--- src/rtl/abu_pkg.sv ---
package abu_pkg;
  localparam int BYTE_W  = 8;
  localparam int EN_BIT  = 7;
  localparam int ACT_BIT = 6;
  localparam logic [BYTE_W-1:0] SWI_OP = 8'h83;
endpackage

--- src/rtl/abu_regs.sv ---
module abu_regs
  import abu_pkg::*;
#(
  parameter int AW = 16,
  parameter int BAW = 16,
  parameter logic [BAW-1:0] BASE = 16'hFE0C
) (
  input  logic              clk,
  input  logic              rst,
  input  logic              bus_sel,
  input  logic              bus_wr,
  input  logic [BAW-1:0]    bus_addr,
  input  logic [BYTE_W-1:0] bus_wdata,
  output logic [BYTE_W-1:0] bus_rdata,
  input  logic              hit,
  output logic [AW-1:0]     bp_addr,
  output logic              en_q,
  output logic              act_q
);
  localparam int NB = AW / BYTE_W;
  localparam logic [BAW-1:0] CTRL_A = BASE + BAW'(NB);

  logic [BYTE_W-1:0] bp_q [NB];
  logic [BYTE_W-1:0] rd_mux;
  logic wr_ctrl;

  assign wr_ctrl = bus_sel && bus_wr && (bus_addr == CTRL_A);

  generate
    for (genvar k = 0; k < NB; k++) begin : g_flat
      assign bp_addr[k*BYTE_W +: BYTE_W] = bp_q[k];
    end
  endgenerate

  always_ff @(posedge clk) begin
    if (rst) begin
      for (int i = 0; i < NB; i++) bp_q[i] <= '0;
    end else if (bus_sel && bus_wr) begin
      for (int i = 0; i < NB; i++)
        if (bus_addr == BASE + BAW'(i)) bp_q[NB-1-i] <= bus_wdata;
    end
  end

  always_ff @(posedge clk) begin
    if (rst) begin
      en_q  <= 1'b0;
      act_q <= 1'b0;
    end else begin
      if (wr_ctrl) begin
        en_q <= bus_wdata[EN_BIT];
        if (!bus_wdata[ACT_BIT]) act_q <= 1'b0;
      end
      if (hit) act_q <= 1'b1;
    end
  end

  always_comb begin
    rd_mux = '0;
    for (int i = 0; i < NB; i++)
      if (bus_addr == BASE + BAW'(i)) rd_mux = bp_q[NB-1-i];
    if (bus_addr == CTRL_A) begin
      rd_mux = '0;
      rd_mux[EN_BIT]  = en_q;
      rd_mux[ACT_BIT] = act_q;
    end
  end

  always_ff @(posedge clk) begin
    if (rst) bus_rdata <= '0;
    else     bus_rdata <= (bus_sel && !bus_wr) ? rd_mux : '0;
  end
endmodule

--- src/rtl/abu_match.sv ---
module abu_match
  import abu_pkg::*;
#(
  parameter int AW = 16
) (
  input  logic [AW-1:0] cpu_addr,
  input  logic [AW-1:0] bp_addr,
  input  logic          en,
  output logic          hit
);
  localparam int NB = AW / BYTE_W;
  logic [NB-1:0] eq;

  generate
    for (genvar k = 0; k < NB; k++) begin : g_cmp
      assign eq[k] = cpu_addr[k*BYTE_W +: BYTE_W] == bp_addr[k*BYTE_W +: BYTE_W];
    end
  endgenerate

  assign hit = en && (&eq);
endmodule

--- src/rtl/abu_seq.sv ---
module abu_seq
  import abu_pkg::*;
(
  input  logic              clk,
  input  logic              rst,
  input  logic              en,
  input  logic              hit,
  input  logic              instr_last,
  input  logic              mon_mode,
  output logic              brk_req,
  output logic [BYTE_W-1:0] brk_opcode,
  output logic              vec_mon
);
  logic pend_q;
  logic issue;

  assign issue = en && instr_last && (pend_q || hit);

  always_ff @(posedge clk) begin
    if (rst) begin
      pend_q     <= 1'b0;
      brk_req    <= 1'b0;
      brk_opcode <= '0;
      vec_mon    <= 1'b0;
    end else begin
      pend_q     <= en && !instr_last && (pend_q || hit);
      brk_req    <= issue;
      brk_opcode <= issue ? SWI_OP : '0;
      if (issue) vec_mon <= mon_mode;
    end
  end
endmodule

--- src/rtl/addr_break_unit.sv ---
module addr_break_unit
  import abu_pkg::*;
#(
  parameter int AW = 16,
  parameter int BAW = 16,
  parameter logic [BAW-1:0] BASE = 16'hFE0C
) (
  input  logic              clk,
  input  logic              rst,
  input  logic              bus_sel,
  input  logic              bus_wr,
  input  logic [BAW-1:0]    bus_addr,
  input  logic [BYTE_W-1:0] bus_wdata,
  output logic [BYTE_W-1:0] bus_rdata,
  input  logic [AW-1:0]     cpu_addr,
  input  logic              instr_last,
  input  logic              mon_mode,
  input  logic              clr_en,
  output logic              brk_req,
  output logic [BYTE_W-1:0] brk_opcode,
  output logic              vec_mon,
  output logic              clr_allow
);
  logic [AW-1:0] bp_addr;
  logic en_q, act_q, hit;

  abu_regs #(.AW(AW), .BAW(BAW), .BASE(BASE)) u_regs (
    .clk(clk), .rst(rst), .bus_sel(bus_sel), .bus_wr(bus_wr),
    .bus_addr(bus_addr), .bus_wdata(bus_wdata), .bus_rdata(bus_rdata),
    .hit(hit), .bp_addr(bp_addr), .en_q(en_q), .act_q(act_q)
  );

  abu_match #(.AW(AW)) u_match (
    .cpu_addr(cpu_addr), .bp_addr(bp_addr), .en(en_q), .hit(hit)
  );

  abu_seq u_seq (
    .clk(clk), .rst(rst), .en(en_q), .hit(hit), .instr_last(instr_last),
    .mon_mode(mon_mode), .brk_req(brk_req), .brk_opcode(brk_opcode),
    .vec_mon(vec_mon)
  );

  assign clr_allow = !act_q || clr_en;
endmodule

--- config.mk ---
export PLATFORM = sky130hd
export DESIGN_NAME = addr_break_unit
export DESIGN_NICKNAME = d
export VERILOG_FILES = /design/src/rtl/abu_pkg.sv /design/src/rtl/abu_regs.sv /design/src/rtl/abu_match.sv /design/src/rtl/abu_seq.sv /design/src/rtl/addr_break_unit.sv
export SDC_FILE = /design/constraint.sdc
export NUM_CORES = 1
export LEC_CHECK = 0
export BUFFER_PORTS_ARGS = -buffer_cell sky130_fd_sc_hd__buf_4
export CAP_MARGIN = 20
export CORE_MARGIN = 2
export CORE_UTILIZATION = 35
export CTS_CLUSTER_DIAMETER = 150
export DETAILED_ROUTE_END_ITERATION = 6
export PLACE_DENSITY = 0.63
export SLEW_MARGIN = 10
export SYNTH_ARGS = -nofsm -noshare
export SYNTH_HDL_FRONTEND = slang
export SYNTH_SLANG_ARGS = --single-unit
--- constraint.sdc ---
create_clock -name clk -period 2.7 [get_ports clk]
set_clock_uncertainty 0.15 [all_clocks]
set_input_delay 0.27 -clock clk [delete_from_list [all_inputs] [get_ports clk]]
set_output_delay 0.27 -clock clk [all_outputs]
set_load 0.02 [all_outputs]
# ---- Word level (Yosys, flattened, before mapping)
# Memory sizes are Yosys's and may differ from the RTL's.
# Index checks and enable logic that the tools add are counted.
dict set report word_totals {
  romBits 0
  input_bits 47
  regBits 21
  out_inout_bits 19
  latchBits 0
  n_memories 1
  elab_cells 55
  ram_bits 16
}
# name depth word_bits read_ports rd_clocked_by_memory_dff write_ports line_no
set memory_table {}
lappend memory_table {u_regs.bp_q 2 8 2 0 2 abu_regs.sv:23} ;# logic [BYTE_W-1:0] bp_q [NB];
dict set report classes {
  bitwise 3
  muxes 19
  order_cmp 0
  n_div 0
  shift 0
  n_eq_ne 6
  add_sub_neg 0
  n_mul 0
  n_reduce_logical 18
}
# op count
set op_table {}
lappend op_table {{$eq A16 B16 Y1 const B} 3}
lappend op_table {{$mux W8} 6}
lappend op_table {{$eq A8 B8 Y1} 2}
lappend op_table {{$mux W1} 13}
lappend op_table {{$logic_and A1 B1 Y1} 8}
lappend op_table {{$reduce_and A2 Y1} 2}
lappend op_table {{$logic_not A1 Y1} 3}
lappend op_table {{$reduce_or A3 Y1} 1}
lappend op_table {{$logic_or A1 B1 Y1} 2}
lappend op_table {{$ne A2 B1 Y1 const B} 1}
lappend op_table {{$or A1 B1 Y1} 2}
lappend op_table {{$reduce_bool A2 Y1} 1}
lappend op_table {{$reduce_or A2 Y1} 1}
lappend op_table {{$not A1 Y1} 1}

# ---- Longest topological paths before layout
# Gate-level depths: netlist of the first run.
dict set report depth {
  depth_word 6
  ltp_mapped 6
  ltp_nobuf 5
}

# ---- Cells and area by module
# A second synthesis of the first run with hierarchy kept.
dict set report unflattened {
  cells_unflattened 116
  area_unflattened_um2 1398.8
}
# module seq_area_each_um2 area_per_inst_um2 cells_each instances
set by_module_without_submodules {}
lappend by_module_without_submodules {abu_regs 680.7 1038.5 74 1}
lappend by_module_without_submodules {abu_match 0.0 181.4 22 1}
lappend by_module_without_submodules {abu_seq 60.1 172.7 19 1}
lappend by_module_without_submodules {addr_break_unit 0.0 6.3 1 1}

# ---- Worst setup path after synthesis of the first run
# Ideal clock, no wire load.
dict set report synth_path {
  path_kind {input-to-reg}
  from {input port bus_addr[5]}
  to {memory u_regs.bp_q[0][0], enable pin}
  arrival_time_ps 2011
  setup_time_ps 387
  n_path_buf 0
  path_stages 4
  required_time_ps 2163
  slack_ps 153
  cell_sequence {or4b_4 nor4_4 nand2_1 o31ai_1}
}
# element line_no
set synth_rtl {}
lappend synth_rtl {{start, declared} addr_break_unit.sv:12} ;# input logic [BAW-1:0] bus_addr,
lappend synth_rtl {{end, declared} abu_regs.sv:23}

==> results of run 1 <==
-- Yosys cell counts, types with 2 or more instances --
cell type   n
xnor2_1    12
inv_1       2
nand4_1     3
nand2_1     4
xor2_1      4
buf_4       8
nand4b_1    2
buf_6       2
mux2i_1    10
dfxtp_1    13
and2_1      9
and3_1      2
edfxtp_1   16
nor2_1     14
a21oi_1     3
nand3_1     3
o31ai_1     2
-- logic make-up (layout without fill, tap and decap cells) --
logic type	Yosys count	in the layout	share of synthesized area, %
other cells	1	5	0.2664
compound gates	7	7	2.933
buf+inv	13	72	6.667
mux	10	10	7.111
xor+xnor	16	16	9.955
simple gates	47	47	20.44
flops	29	29	52.62
-- sequential cells by signal, summed over array words and instances, names as in the netlist --
register and cells:
u_regs.act_q 1, u_regs.en_q 1, u_regs.bp_q 16, u_seq.pend_q 1, u_seq.vec_mon 1, u_seq.brk_opcode 1, u_regs.bus_rdata 8
-- power by group --
group | leakage [nW] | internal [mW] | switching, mW
registers | 0.256 | 0.477 | 0.0101
logic | 0.545 | 0.0685 | 0.0447
clock network | 0.0455 | 0.178 | 0.173
-- cells in the final DEF, fill, tap and decap left out, types with 2 or more instances in the layout --
cell type   n
o31ai_1     2
xor2_1      4
buf_4      62
nand4b_1    2
and2_1      9
nand4_1     3
nand3_1     3
xnor2_1    12
mux2i_1    10
edfxtp_1   16
clkbuf_8    5
nor2_1     14
dfxtp_1    13
inv_1       2
and3_1      2
conb_1      5
a21oi_1     3
nand2_1     4
-- path summary, 6_finish.rpt --
check / slack, ns / endpoint / cells after the start / from
max: 0.66 / u_regs.bp_q[0][15] / 6 / bus_addr[5]
min: 0.02 / u_seq.pend_q / 2 / instr_last
max reg2reg: 0.92 / u_seq.brk_opcode[1] / 5 / u_regs.bp_q[0][7]
min reg2reg: 0.32 / u_seq.vec_mon / 2 / u_seq.vec_mon
-- layout make-up --
class / instances / area [sq um] / share of cell area [%]
clock buffer: 5 / 68.82 / 3.528
multi-input combinational: 85 / 588.1 / 30.15
sequential: 29 / 740.7 / 37.97
timing repair buffer: 62 / 465.4 / 23.86
clock inverter: 3 / 17.52 / 0.8980
tap: 50 / 62.56 / 3.207
inverter: 2 / 7.507 / 0.3849
-- worst max-delay path: cells and delay by family --
family	cells	cell delay, ns
compound gates	1	0.22
buf+inv	2	0.32
simple gates	3	1.06
-- per-layer routing --
metal / up-vias / track usage (%) / part of all wire [%] / routed length [um]
met2: 35 / 20.79 / 48 / 1454
met5: - / 0 / 0 / 0
li1: 539 / - / - / -
met3: 5 / 4.667 / 6.5 / 194
met1: 480 / 19.14 / 43 / 1285
met4: 0 / 7.653 / 2.2 / 66
==> impl_metrics.env, run 1 <==
export IMPL_grt_pass1_wl_um=4533
export IMPL_fin_nets=232
export IMPL_maxSlewViolCount=0
export IMPL_crit_fanout=8
export IMPL_drtAntennaViolNets=0
export IMPL_syn_mean_instance_area_sq_um=11.44
export IMPL_cp_common_cell="buf_4"
export IMPL_p_total_mw=0.9510
export IMPL_core_region_area_sq_um=3943
export IMPL_final_util_pct=49.48
export IMPL_rsz0062_at_grt="false"
export IMPL_drive_above_1_share_pct=39.25
export IMPL_antenna_found_initial=0
export IMPL_setup_tns_ns=0
export IMPL_cts_root_buf="clkbuf_8"
export IMPL_cap_violations=0
export IMPL_cts_buffers=5
export IMPL_clkSinkCount=29
export IMPL_ys_warnings_count=0
export IMPL_synth_main_ff_cell="edfxtp_1"
export IMPL_status="finished clean"
export IMPL_worst_endpoint_arrival_ns=1.88
export IMPL_die_area_sq_um=4545
export IMPL_overflow=0
export IMPL_fin_area_sq_um=1951
export IMPL_startpoint_type="primary input"
export IMPL_ys_seq_area_share_pct=52.62
export IMPL_yosysTopAreaCellShare_pct=34.13
export IMPL_wl_per_cell_um=12.71
export IMPL_grt_pass1_vias=961
export IMPL_worst_slack_ns=0.6641
export IMPL_placementRows=23
export IMPL_fin_cells=236
export IMPL_ys_ff_latch=29
export IMPL_remaining_drc_errors=0
export IMPL_end_kind="flop"
export IMPL_pin_count=66
export IMPL_synth_enable_flop_cells=16
export IMPL_drt_initial_drc_count=38
export IMPL_cpPeakStageDelay_ns=0.53
export IMPL_cts_setup_buffers=0
export IMPL_synthDistinctLibCells=31
export IMPL_slowest_stage="or4b_4"
export IMPL_min_path_type="primary input to flop"
export IMPL_synth_area_leaders="edfxtp_1, dfxtp_1, xnor2_1"
export IMPL_cts_hold_buffers=0
export IMPL_clock_latency_ns=0.29
export IMPL_period_minus_slack_ns=2.036
export IMPL_via_count=1059
export IMPL_placed_area_sq_um=1864
export IMPL_drt_pre_antenna_iters=4
export IMPL_holdWs_ns=0.01556
export IMPL_hpwl_um=2356
export IMPL_clock_path_buffers=2
export IMPL_portBuffers=60
export IMPL_fill_cells=368
export IMPL_async_reset_ff_share_pct=0
export IMPL_grtUsageTotal_pct=14.41
export IMPL_crit_required_ns=2.54
export IMPL_max_freq_mhz=491.2
export IMPL_synth_area_sq_um=1408
export IMPL_gp_congestion=0.7680
export IMPL_initial_core_util_pct=35.70
export IMPL_critPathKind="primary input to flop"
export IMPL_worstPathCellList="buf_4 > or4b_4 > nor4_4 > nand2_1 > o31ai_1 > buf_4"
export IMPL_vias_per_cell=4.487
export IMPL_cts_tree="done"
export IMPL_drt_wl_total_um=3000
export IMPL_setup_viol=0
export IMPL_p_per_area_nw_per_um2=487.5
export IMPL_synth_top_area_cell="edfxtp_1"
export IMPL_p_leak_nw=0.8474
export IMPL_area_growth_syn_to_layout_pct=38.58
export IMPL_synth_cells=123
export IMPL_die_w_um=67.42
export IMPL_irDropWorstVdd_mv=0.2059
export IMPL_die_h_um=67.42
export IMPL_grt_max_degree=11
export IMPL_cts_repair_resized=0
export IMPL_htreeDepth=2
export IMPL_period_share_pct=75.40
export IMPL_timing_final_hold_violations=0
export IMPL_dp_slack_ns=0.3611
export IMPL_dp_cells=228
export IMPL_diodes=0
export IMPL_clkTransAtPathRegs_ns=0.06
No activity file was read; power rests on OpenSTA's default activity.
==> inputs of run 2 (changes only) <==
Clock period 2.7 ns to 1.7 ns, I/O delays scaled along.
==> run 2 against run 1 <==
  * The run now ends with setup timing left
  * Cell area grew 12%
  * Die area is the same
  * Total power rose by 60%
  * Wire length increased by 16%
  * Final cell count rose by 6.4%
  * Critical path depth grew 2
  * Count of clock-buffer cells in the layout rose by 1
  * Clock power is 54% higher
  * Combinational power rose by 87%
  * Flip-flop and latch count stayed put
  * Utilization rose by 5.7 points
  * Largest cell class unchanged
==> impl_metrics.env, run 2 (synthesis gave the netlist of run 1 again) <==
export IMPL_fin_area_sq_um=2176
export IMPL_rsz0062_at_grt="true"
export IMPL_slowest_stage="or4b_4"
export IMPL_drtAntennaViolNets=0
export IMPL_die_h_um=67.42
export IMPL_maxSlewViolCount=0
export IMPL_p_per_area_nw_per_um2=700.8
export IMPL_holdWs_ns=0.02209
export IMPL_layout_common_cells="buf_4, edfxtp_1, nor2_1"
export IMPL_grt_pass1_wl_um=5409
export IMPL_crit_fanout=4
export IMPL_wl_per_cell_um=13.88
export IMPL_max_freq_mhz=563.4
export IMPL_initial_core_util_pct=35.70
export IMPL_final_util_pct=55.19
export IMPL_clock_path_buffers=2
export IMPL_hpwl_um=2618
export IMPL_worstHoldPathCells=3
export IMPL_hp_start="bus_wdata[6]"
export IMPL_fin_nets=247
export IMPL_min_path_type="primary input to flop"
export IMPL_gp_congestion=0.7786
export IMPL_grt_pass1_vias=1212
export IMPL_clkTransAtPathRegs_ns=0.06
export IMPL_period_minus_slack_ns=1.775
export IMPL_drt_pre_antenna_iters=4
export IMPL_critPathKind="primary input to flop"
export IMPL_pin_count=66
export IMPL_ff2ff_path_depth=5
export IMPL_startpoint_type="primary input"
export IMPL_cts_tree="done"
export IMPL_grt_max_degree=11
export IMPL_placementRows=23
export IMPL_via_count=1175
export IMPL_worstPathCellList="buf_6 > or4b_4 > nor4_4 > nand2_2 > buf_6 > nor3_4 > buf_6 > and2_4"
export IMPL_portBuffers=60
export IMPL_overflow=0
export IMPL_vias_per_cell=4.681
export IMPL_final_common_cell="buf_4"
export IMPL_largest_register="u_regs.bp_q"
export IMPL_reg2reg_from="u_regs.bp_q[0][7]"
export IMPL_htreeDepth=2
export IMPL_antenna_found_initial=0
export IMPL_cts_root_buf="clkbuf_8"
export IMPL_worst_endpoint_arrival_ns=1.77
export IMPL_cp_common_cell="buf_6"
export IMPL_crit_family="simple AND/OR/NAND/NOR gates"
export IMPL_rr_endpoint="u_seq.brk_opcode[1]"
export IMPL_timing_final_hold_violations=0
export IMPL_critical_path_buf_inv_count=3
export IMPL_setup_viol=16
export IMPL_clkSinkCount=29
export IMPL_irDropWorstVdd_mv=0.5383
export IMPL_worst_slack_ns=-0.07501
export IMPL_dp_slack_ns=-0.3442
export IMPL_crit_required_ns=1.70
export IMPL_cpPeakStageDelay_ns=0.53
export IMPL_largest_reg_flops=16
export IMPL_die_area_sq_um=4545
export IMPL_clock_latency_ns=0.28
export IMPL_cap_violations=0
export IMPL_remaining_drc_errors=0
export IMPL_core_region_area_sq_um=3943
export IMPL_grtUsageTotal_pct=16.71
export IMPL_p_leak_nw=0.9466
export IMPL_period_share_pct=104.4
export IMPL_reg2reg_slack_ns=0.02
export IMPL_reg_top3="u_regs.bp_q: 16 flops, u_regs.bus_rdata: 8 flops"
export IMPL_drive_above_1_share_pct=49.75
export IMPL_die_w_um=67.42
export IMPL_end_kind="flop"
export IMPL_placed_area_sq_um=1947
export IMPL_drt_initial_drc_count=35
export IMPL_status="finished, violations left"
export IMPL_violations="setup timing"
export IMPL_diodes=0
export IMPL_area_growth_syn_to_layout_pct=54.58
export IMPL_holdPathEnd="u_regs.act_q"
export IMPL_drt_wl_total_um=3483
export IMPL_cts_buffers=5
==> run 2: cell count changes in the layout (fill, tap and decap cells not counted), moves of 2 or more <==
cell	delta
and2_1	-8
and2_4	+8
buf_4	+4
buf_6	+8
dlygate4sd3_1	+3
o31ai_1	-2
o31ai_4	+2
==> run 2: worst max-delay path by stage <==
stage               slack, ns             endpoint          startpoint  cells past startpoint
floorplan               -0.27    u_regs.bp_q[0][0]         bus_addr[5]                      4
global placement        -0.29    u_regs.bp_q[0][7]         bus_addr[5]                      7
detailed placement      -0.34   u_regs.bp_q[0][10]         bus_addr[5]                      7
CTS                     -0.03  u_seq.brk_opcode[1]  u_regs.bp_q[0][10]                      5
global route            -0.13  u_seq.brk_opcode[1]  u_regs.bp_q[0][15]                      6
finish                  -0.08   u_regs.bp_q[0][13]         bus_addr[5]                      8
==> run 2: through the flow <==
| stage | instances | TNS [ns] | total power [mW] |
|---|---|---|---|
| detailed placement | 235 | -11.73 | 0.9826 |
| global route | 251 | -2.226 | 1.591 |
| global placement | 235 | -10.85 | 0.9799 |
| floorplan | 127 | -4.369 | 0.8800 |
| finish | 251 | -1.071 | 1.525 |
| CTS | 247 | -0.2490 | 1.529 |
==> run 2: where the power goes <==
group / leakage (nW) / internal (mW) / switching, mW
clock network: 0.0450 / 0.283 / 0.256
logic: 0.645 / 0.127 / 0.0846
registers: 0.256 / 0.758 / 0.0160
==> run 2: worst reg2reg max path, cell delays in order (launching register included) <==
cell and delay (ns):
edfxtp_1 0.42, xor2_1 0.17, nor4_2 0.31, and3_4 0.26
a21oi_4 0.06, nor4bb_1 0.22
==> run 2: layer usage <==
layer  up-vias  routed length, um  track usage, %
met4         0                 46           6.378
met1       549               1344           17.67
li1        571                  -               -
met3         8                200           6.667
met5         -                  0               0
met2        47               1892           29.70
==> run 2: what timing repair did <==
action,in CTS,in global routing
resized for setup,16,6
pin swaps,7,13
setup endpoints to repair,32,36
hold buffers,1,2
hold endpoints to repair,3,2
buffers inserted,3,2
==> run 2: area by class of cell <==
cell class	instances	area, sq um
clock buffers	6	72.57
clock inverters	2	10.01
fillers	334	1767
inverters	2	7.507
multi-input cells	85	666.9
flip-flops and latches	29	740.7
well taps	50	62.56
repair buffers	77	615.6
